--- src/rtl/potbank_pkg.sv ---
package potbank_pkg;
   typedef enum logic [2:0] {
      OP_WRITE = 3'd0,
      OP_READ  = 3'd1,
      OP_LOAD  = 3'd2,
      OP_SAVE  = 3'd3,
      OP_STEP  = 3'd4
   } pb_op_e;
endpackage

--- src/rtl/potbank_tapdec.sv ---
module potbank_tapdec #(
   parameter int WW = 8,
   localparam int TAPS = 1 << WW
) (
   input  logic [WW-1:0]   wip,
   output logic [TAPS-1:0] tap
);
   for (genvar t = 0; t < TAPS; t++) begin : g_tap
      assign tap[t] = (wip == WW'(t));
   end
endmodule

--- src/rtl/potbank_chan.sv ---
module potbank_chan
   import potbank_pkg::*;
#(
   parameter int WW   = 8,
   parameter int NPRE = 4,
   parameter logic [NPRE-1:0][WW-1:0] INIT = '0,
   localparam int IW   = $clog2(NPRE),
   localparam int RW   = IW + 1,
   localparam int TAPS = 1 << WW
) (
   input  logic            clk,
   input  logic            rst_n,
   input  logic            wp_n,
   input  logic            sel,
   input  pb_op_e          op,
   input  logic [RW-1:0]   regi,
   input  logic [WW-1:0]   data,
   input  logic            up,
   output logic [WW-1:0]   wip_q,
   output logic [TAPS-1:0] tap,
   output logic [WW-1:0]   rd_val,
   output logic            blocked
);
   localparam logic [WW-1:0] WMAX = '1;

   logic [NPRE-1:0][WW-1:0] pre_q;
   logic [WW-1:0]           wip_d;
   logic [WW-1:0]           pre_wdata;
   logic [IW-1:0]           pidx;
   logic                    is_wip;
   logic                    pre_wr;

   assign is_wip    = regi[RW-1];
   assign pidx      = regi[IW-1:0];
   assign pre_wr    = sel && !is_wip && (op == OP_WRITE || op == OP_SAVE);
   assign pre_wdata = (op == OP_WRITE) ? data : wip_q;
   assign blocked   = pre_wr && !wp_n;
   assign rd_val    = is_wip ? wip_q : pre_q[pidx];

   always_comb begin
      wip_d = wip_q;
      if (sel) begin
         case (op)
            OP_WRITE: if (is_wip) wip_d = data;
            OP_LOAD:  if (!is_wip) wip_d = pre_q[pidx];
            OP_STEP: begin
               if (up && wip_q != WMAX)       wip_d = wip_q + 1'b1;
               else if (!up && wip_q != '0)   wip_d = wip_q - 1'b1;
            end
            default: wip_d = wip_q;
         endcase
      end
   end

   always_ff @(posedge clk or negedge rst_n) begin
      if (!rst_n) begin
         pre_q <= INIT;
         wip_q <= INIT[0];
      end else begin
         wip_q <= wip_d;
         if (pre_wr && wp_n) pre_q[pidx] <= pre_wdata;
      end
   end

   potbank_tapdec #(.WW(WW)) u_dec (.wip(wip_q), .tap(tap));

   // protected preset writes leave presets untouched
   p_protect_r3: assert property (@(posedge clk) disable iff (!rst_n)
      blocked |=> $stable(pre_q));
   // exactly one tap on
   p_onehot_r4: assert property (@(posedge clk) disable iff (!rst_n)
      $countones(tap) == 1);
   // end taps
   p_low_end_r5: assert property (@(posedge clk) disable iff (!rst_n)
      (wip_q == '0) |-> tap[0]);
   p_high_end_r5: assert property (@(posedge clk) disable iff (!rst_n)
      (wip_q == WMAX) |-> tap[TAPS-1]);
   // step up moves one tap
   p_step_up_r9: assert property (@(posedge clk) disable iff (!rst_n)
      (sel && op == OP_STEP && up && wip_q != WMAX) |=> (wip_q == $past(wip_q) + 1'b1));
   // saturation at both ends
   p_sat_hi_r10: assert property (@(posedge clk) disable iff (!rst_n)
      (sel && op == OP_STEP && up && wip_q == WMAX) |=> (wip_q == WMAX));
   p_sat_lo_r10: assert property (@(posedge clk) disable iff (!rst_n)
      (sel && op == OP_STEP && !up && wip_q == '0) |=> (wip_q == '0));
   // unselected channel holds its wiper
   p_hold_r11: assert property (@(posedge clk) disable iff (!rst_n)
      !sel |=> $stable(wip_q));
endmodule

--- src/rtl/potbank.sv ---
module potbank
   import potbank_pkg::*;
#(
   parameter int NCH  = 2,
   parameter int WW   = 8,
   parameter int NPRE = 4,
   parameter logic [NCH-1:0][NPRE-1:0][WW-1:0] PRESET_INIT = 64'hC37E0140_FE100080,
   localparam int CHW  = (NCH > 1) ? $clog2(NCH) : 1,
   localparam int RW   = $clog2(NPRE) + 1,
   localparam int TAPS = 1 << WW
) (
   input  logic                clk,
   input  logic                rst_n,
   input  logic                wp_n,
   input  logic                cmd_valid,
   input  logic [CHW-1:0]      cmd_ch,
   input  logic [RW-1:0]       cmd_reg,
   input  logic [2:0]          cmd_op,
   input  logic [WW-1:0]       cmd_data,
   input  logic                cmd_up,
   output logic                rd_valid,
   output logic [WW-1:0]       rd_data,
   output logic                wr_err,
   output logic [NCH*WW-1:0]   wiper_val,
   output logic [NCH*TAPS-1:0] tap_sel
);
   if (WW < 2 || WW > 10) begin : g_bad_ww
      $error("potbank: WW out of range");
   end
   if (NPRE < 2 || (1 << $clog2(NPRE)) != NPRE) begin : g_bad_npre
      $error("potbank: NPRE must be a power of two, at least 2");
   end
   if (NCH < 1) begin : g_bad_nch
      $error("potbank: NCH must be at least 1");
   end

   pb_op_e             op;
   logic               ch_ok;
   logic [NCH-1:0]     sel;
   logic [NCH-1:0]     blk;
   logic [WW-1:0]      ch_rd [NCH];

   assign op    = pb_op_e'(cmd_op);
   assign ch_ok = int'(cmd_ch) < NCH;

   for (genvar c = 0; c < NCH; c++) begin : g_ch
      assign sel[c] = cmd_valid && (cmd_ch == CHW'(c));
      potbank_chan #(
         .WW(WW), .NPRE(NPRE), .INIT(PRESET_INIT[c])
      ) u_chan (
         .clk     (clk),
         .rst_n   (rst_n),
         .wp_n    (wp_n),
         .sel     (sel[c]),
         .op      (op),
         .regi    (cmd_reg),
         .data    (cmd_data),
         .up      (cmd_up),
         .wip_q   (wiper_val[c*WW +: WW]),
         .tap     (tap_sel[c*TAPS +: TAPS]),
         .rd_val  (ch_rd[c]),
         .blocked (blk[c])
      );
   end

   always_ff @(posedge clk or negedge rst_n) begin
      if (!rst_n) begin
         rd_valid <= 1'b0;
         rd_data  <= '0;
         wr_err   <= 1'b0;
      end else begin
         rd_valid <= cmd_valid && ch_ok && op == OP_READ;
         wr_err   <= |blk;
         if (cmd_valid && ch_ok && op == OP_READ) rd_data <= ch_rd[cmd_ch];
      end
   end

   // read result one cycle after the command, only then
   p_read_lat_r6: assert property (@(posedge clk) disable iff (!rst_n)
      (cmd_valid && ch_ok && op == OP_READ) |=> rd_valid);
   p_read_quiet_r6: assert property (@(posedge clk) disable iff (!rst_n)
      !(cmd_valid && op == OP_READ) |=> !rd_valid);
   // error pulse only while protected
   p_err_prot_r3: assert property (@(posedge clk) disable iff (!rst_n)
      $past(wp_n) |-> !wr_err);
endmodule

--- config.mk ---
export PLATFORM = sky130hd
export DESIGN_NAME = potbank
export DESIGN_NICKNAME = d
export VERILOG_FILES = /design/src/rtl/potbank_pkg.sv /design/src/rtl/potbank_tapdec.sv /design/src/rtl/potbank_chan.sv /design/src/rtl/potbank.sv
export SDC_FILE = /design/constraint.sdc
export NUM_CORES = 1
export LEC_CHECK = 0
export CELL_PAD_IN_SITES_DETAIL_PLACEMENT = 1
export CELL_PAD_IN_SITES_GLOBAL_PLACEMENT = 2
export CORE_AREA = 2 2 215 217
export DETAILED_ROUTE_END_ITERATION = 7
export DIE_AREA = 0 0 217 219
export DONT_BUFFER_PORTS = 1
export PLACE_DENSITY = 0.52
export SYNTH_ARGS = -nofsm -noshare
export SYNTH_HDL_FRONTEND = slang
export SYNTH_SLANG_ARGS = --single-unit
--- constraint.sdc ---
create_clock -name clk -period 2.2 [get_ports clk]
set_input_delay 0.44 -clock clk [delete_from_list [all_inputs] [get_ports clk]]
set_output_delay 0.44 -clock clk [all_outputs]
set_load 0.01 [all_outputs]
**Word-level counts from Yosys, hierarchy flattened**

Cells that the tools add are included.

- Bits in registers: 90
- Bits of input ports: 20
- Output and inout port bits: 538
- Word-level logic and storage cells: 592

- $add $sub $neg: 4
- $lt $le $gt $ge: 3
- Eq/ne operators: 519
- Mux-type cells: 22
- Bitwise operators: 2
- Reductions and logical operators: 29

Operator list:

| cell | number |
|---|---|
| $eq A8 B8 Y1 const B | 256 |
| $eq A8 B7 Y1 const B | 128 |
| $eq A8 B6 Y1 const B | 64 |
| $eq A8 B5 Y1 const B | 32 |
| $eq A8 B4 Y1 const B | 16 |
| $mux W8 | 15 |
| $bwmux W32 | 2 |
| $eq A8 B3 Y1 const B | 8 |
| $pmux W8 S3 | 2 |
| $bmux W8 S2 | 2 |
| $eq A8 B2 Y1 const B | 4 |
| $add A8 B1 Y8 const B | 2 |
| $demux W8 S2 | 1 |
| $eq A8 B1 Y1 const B | 2 |
| $logic_and A1 B1 Y1 | 16 |
| $logic_not A8 Y1 | 2 |
| $ne A8 B8 Y1 const B | 2 |
| $reduce_bool A8 Y1 | 2 |
| $sub A8 B1 Y8 const B | 2 |
| $reduce_and A4 Y1 | 2 |
| $eq A3 B2 Y1 const B | 2 |
| $ne A3 B1 Y1 const B | 2 |
| $eq A3 B1 Y1 const B | 1 |
| $eq A3 B3 Y1 const B | 1 |
| 11 further kinds | 13 |

**Depth between registers and ports, before layout**

- Depth in word-level cells: 6
- Mapped depth: 9
- Mapped depth without buffers: 7

**Modules after synthesis**

From an unflattened synthesis, not the netlist that was laid out.

- Cells, all modules: 1,218
- Area total of the unflattened synthesis: 8,952.3 µm²

Modules (own cells, without submodules):

| module | times used | cells an instance | area an instance (µm²) | seq. area each (µm²) |
|---|---|---|---|---|
| potbank_tapdec | 2 | 350 | 1,800.5 | 0.0 |
| potbank_chan (g_ch[1].u_chan) | 1 | 243 | 2,403.6 | 1,017.2 |
| potbank_chan (g_ch[0].u_chan) | 1 | 243 | 2,399.8 | 1,013.5 |
| potbank | 1 | 32 | 548.0 | 250.2 |

**Worst setup path after synthesis**

OpenSTA, ideal clock, no wires.

- Path type: register to register
- From: reg g_ch[1].u_chan.wip_q[0]
- To: reg g_ch[1].u_chan.wip_q[1]
- Setup time: 0.125 ns
- Arrival time: 2.238 ns
- Required time: 2.075 ns
- Path slack: -0.162 ns
- Stages on the path, launching flop included: 8
- Path buffers: 1
- Period minus slack after synthesis: 2.362 ns
- Cell sequence: dfrtp_1 -> inv_1 -> ha_1 -> or3b_2 -> clkbuf_1 -> o32ai_4 -> a211oi_2 -> mux2_2

- Longest elaborated chain between the ends: 4
- Elaborated cells between the ends (all ways): 11
- Those cells by class: 2 x add/sub; 2 x eq/ne; 3 x mux; 4 x reduce/logical

RTL lines:

| item | line | text |
|---|---|---|
| start: declaration | potbank_chan.sv:19 | `output logic [WW-1:0] wip_q,` |
| start signal: assignment | potbank_chan.sv:58 | `wip_q <= INIT[0];` |
| start signal: assignment | potbank_chan.sv:60 | `wip_q <= wip_d;` |
| $sub A8 B1 Y8, or another cell as far along | potbank_chan.sv:48 | `else if (!up && wip_q != '0) wip_d = wip_q - 1'b1;` |
| $mux W8, or another cell as far along | potbank_chan.sv:48 |  |
| $mux W8 / $ne A3 B1 Y1 (equally long branches) | n/a |  |
| $pmux W8 S3 / $reduce_and A4 Y1 (equally long branches) | n/a |  |

Parallel ways exist; a longest one is shown, timed or not. The select of a mux whose other input is x is not followed.
A chain may end at the register's enable or synchronous reset.

**Worst setup path in the final report**

- From: reg g_ch[0].u_chan.wip_q[7]
- To: out tap_sel[221]

- Longest elaborated chain between the ends: 1

RTL lines:

| item | line | text |
|---|---|---|
| start: declaration | potbank_chan.sv:19 |  |
| start signal: assignment | potbank_chan.sv:58 |  |
| start signal: assignment | potbank_chan.sv:60 |  |
| $eq A8 B8 Y1 | potbank_tapdec.sv:9 | `assign tap[t] = (wip == WW'(t));` |
| end: declaration | potbank.sv:25 | `output logic [NCH*TAPS-1:0] tap_sel` |

Every way passes these cells.

==> key figures <==
Critical path
  • Crit path max-delay family: flip-flops
  • CP max FO: 8
  • Crit path capture type: primary output
  • Cells on worst reg2reg path: 6
  • Max stage delay on crit path: 0.57 ns
  • Critical Path RT: 1.76 ns
  • Crit path top cell by count: buf_6
  • CP bufs+invs: 3
  • Flop2flop setup slack: -0.06 ns
  • Worst setup SP type: flop
  • Crit-path slowest cell: dfstp_2
  • Crit path kind: flop to primary output
  • R2R Path End: g_ch[1].u_chan.wip_q[0]
  • WP data arrival: 1.98 ns
  • Worst R2R Start: g_ch[1].u_chan.wip_q[4]
  • Crit path cell chain: buf_6 -> nor2b_4 -> nand3_4 -> clkbuf_16 -> nor2_4 -> buf_6

Timing
  • Final worst path period need: 2.42 ns
  • Clk_skew: 0.00935 ns
  • Final setup violation count: 460
  • Setup TNS: -39.41 ns
  • Final cycle utilization of the critical path: 110%
  • Final Max Tran Viols: 0
  • Final Hold Vio Count: 85
  • Fin Hold WS: -0.228 ns
  • RSZ-0062 raised after global routing: true
  • Worst setup margin: -0.223 ns
  • Max Fclk: 0.413 GHz
  • Slew headroom: 62.8%
  • Tightest Pin Transition: 0.554 ns

Placed design
  • Final HPWL DP: 40.0 mm
  • Post-DP Area: 0.0129 sq mm
  • IO Port Bufs: 0
  • Placer Congestion: 0.864

Logic synthesis
  • Unique masters post-synth: 65
  • Synthesized net count: 1234
  • Post-synth EDFFs: 0
  • Avg Cell Area, Syn: 6.50 sq um
  • Register area share after synthesis: 29.1%
  • Flops & latches, synth: 90
  • Mapped Cells: 1204
  • Post-Syn Area: 0.00783 sq mm
  • Top_reg_cell synth: dfrtp_1
  • Asr flop ratio synth: 100%
  • Yosys warning count: 0

Global routing
  • Largest net degree at the start of global routing: 91
  • Number of global-route vias before repair: 10800
  • Antenna violations before repair: 0
  • Total congestion overflow: 0
  • Global Route Usage Sum: 21.3%
  • Global-route wire length before repair: 76.2 mm

Run status
  • Failing checks: negative hold slack, negative setup slack
  • Outcome: finished, violations left

Drt
  • WL/cell: 26.6 um
  • DR vias/cell: 4.97
  • Post-route DRC violation count: 0
  • Antenna Violating Nets Remaining: 0
  • WL final: 64.8 mm
  • Vias: 12100
  • Initial drt markers: 613
  • Pre-antenna DRT Iters: 6

Cells and area
  • Final design area excluding fillers: 0.0195 sq mm
  • Layout area overhead: 148%
  • # diodes: 0
  • Layout cells sized above 1: 69.3%
  • Most common cell after layout, fill and taps aside: buf_4
  • Commonest cells after routing, fill and taps aside: 353 x buf_4, 283 x nor2_4, 280 x buf_6
  • Final nets: 1864

Floorplan
  • # rows: 78
  • Initial Util: 17.4%
  • Die width: 217 um
  • Io pins: 558
  • Die area: 0.0475 sq mm
  • Die Y: 219 um
  • Core area: 0.0451 sq mm

Clock network
  • Cts bufs inserted: 9
  • CTS tree: done
  • Clock Tree Root: clkbuf_16
  • Clock latency on the worst-skew pair: 0.35 ns
  • CTS Buffer Depth: 2
  • Clock sinks: 90
  • Clock-pin transition on the worst setup and hold timing paths: 0.08 ns
  • Htree depth: 3

Power and ir drop
  • Tot Pwr: 11400 uW
  • PwrDens: 585 mW/mm^2
  • Peak VDD IR: 0.352 mV
  • Lkg Pwr: 0.00767 uW

Run
  • Max_cap viols: 0

Worst hold path
  • Worst min-delay path class: input pin to async pin
-- metrics by stage --
step,utilization (%),std cells,setup WS [ns]
global placement,28.7,2299,0.00347
global route,43.2,2439,-0.271
finish,43.2,2439,-0.223
floorplan,-,1204,-0.0114
detailed placement,28.7,2299,-0.0412
CTS,33.0,2354,-0.0939
-- worst reg2reg max path, delay by kind of cell (launching register included) --
kind            cells  cell delay, ns
compound gates      4            0.86
buf+inv             1            0.19
simple gates        1            0.68
flops               1            0.43
-- kinds of logic (layout without fill, tap and decap cells) --
group | after synthesis | in the layout | synth area share (%)
adder cells (fa/ha/maj) | 10 | 10 | 1.60
AO/OA/AOI/OAI | 155 | 155 | 12.6
multiplexers | 45 | 45 | 8.95
AND/OR/NAND/NOR | 766 | 766 | 40.0
flip-flops | 90 | 90 | 29.1
buffers and inverters | 134 | 769 | 7.21
XOR/XNOR | 4 | 4 | 0.448
-- report_power, final --
group          internal [uW]  leakage (uW)  total [uW]  switching (uW)
clock network            925      0.000146        1650             722
registers               1960       0.00111        2220             259
logic                   3130       0.00641        7530            4400
-- what timing repair did --
item	4_1_cts	5_1_grt
pin swaps	45	82
setup endpoints to repair	510	520
buffers inserted	30	60
endpoints found under the hold margin	90	90
resized for setup	341	897
cloned	9	28
-- worst max path at each step --
stage,startpoint,end,slack (ns),cells after the start
2_1_floorplan,g_ch[0].u_chan.wip_q[1],tap_sel[112],-0.01,6
3_3_place_gp,g_ch[1].u_chan.wip_q[7],g_ch[1].u_chan.wip_q[0],0.003,5
3_5_place_dp,g_ch[1].u_chan.wip_q[7],g_ch[1].u_chan.wip_q[0],-0.04,5
4_1_cts,g_ch[1].u_chan.wip_q[0],tap_sel[336],-0.09,6
5_1_grt,g_ch[0].u_chan.wip_q[4],tap_sel[159],-0.27,8
6_report,g_ch[0].u_chan.wip_q[7],tap_sel[221],-0.22,6
-- state kept, by name, summed over array words and instances, names as in the netlist --
register	flops
rd_data	8
wr_err	1
g_ch.u_chan.pre_q	64
g_ch.u_chan.wip_q	16
rd_valid	1
-- area by class of cell --
cell class | instances | area, sq um
Clock inverter | 6 | 71.3
Sequential cell | 90 | 2290
Inverter | 12 | 56.3
Tap cell | 600 | 751
Multi-Input combinational cell | 980 | 7980
Fill cell | 4995 | 25600
Clock buffer | 10 | 239
Timing Repair Buffer | 741 | 8070
-- per-layer routing --
layer / track usage [%] / up-vias / wire length [um]
met3: 3.58 / 110 / 3530
met5: 0 / - / 0
li1: - / 5223 / -
met2: 37.1 / 533 / 32500
met1: 27.5 / 6263 / 27200
met4: 4.50 / 0 / 1620
-- synthesized netlist by cell type, drive strengths merged (2+ instances only) --
library cell / n / share of area [%]
mux4: 19 / 5.5
o2111a: 2 / 0.29
a211oi: 4 / 0.45
clkbuf: 96 / 4.6
a21o: 4 / 0.38
o311ai: 3 / 0.56
o31ai: 2 / 0.19
and2: 3 / 0.24
and3: 3 / 0.24
dfrtp: 67 / 21
and4: 3 / 0.34
or4: 5 / 0.48
nand4b: 3 / 0.34
a221oi: 4 / 0.45
nor3: 7 / 0.51
or3: 2 / 0.16
buf: 26 / 2.0
a31oi: 3 / 0.24
nor3b: 3 / 0.35
o2bb2ai: 4 / 0.45
a22o: 4 / 0.45
o21ai: 49 / 3.1
mux2: 10 / 1.4
dfstp: 23 / 7.7
nor4: 6 / 0.56
xnor2: 2 / 0.22
a21oi: 55 / 3.7
nand4: 7 / 0.56
nand3: 21 / 1.3
nand2b: 4 / 0.32
or3b: 5 / 0.56
nor2: 575 / 28
mux2i: 16 / 2.0
inv: 12 / 0.58
and4b: 2 / 0.26
nor2b: 10 / 0.80
xor2: 2 / 0.22
nand2: 105 / 5.0
o22ai: 5 / 0.40
o211ai: 5 / 0.48
ha: 10 / 1.6
Power figures use the tool's default switching activity.
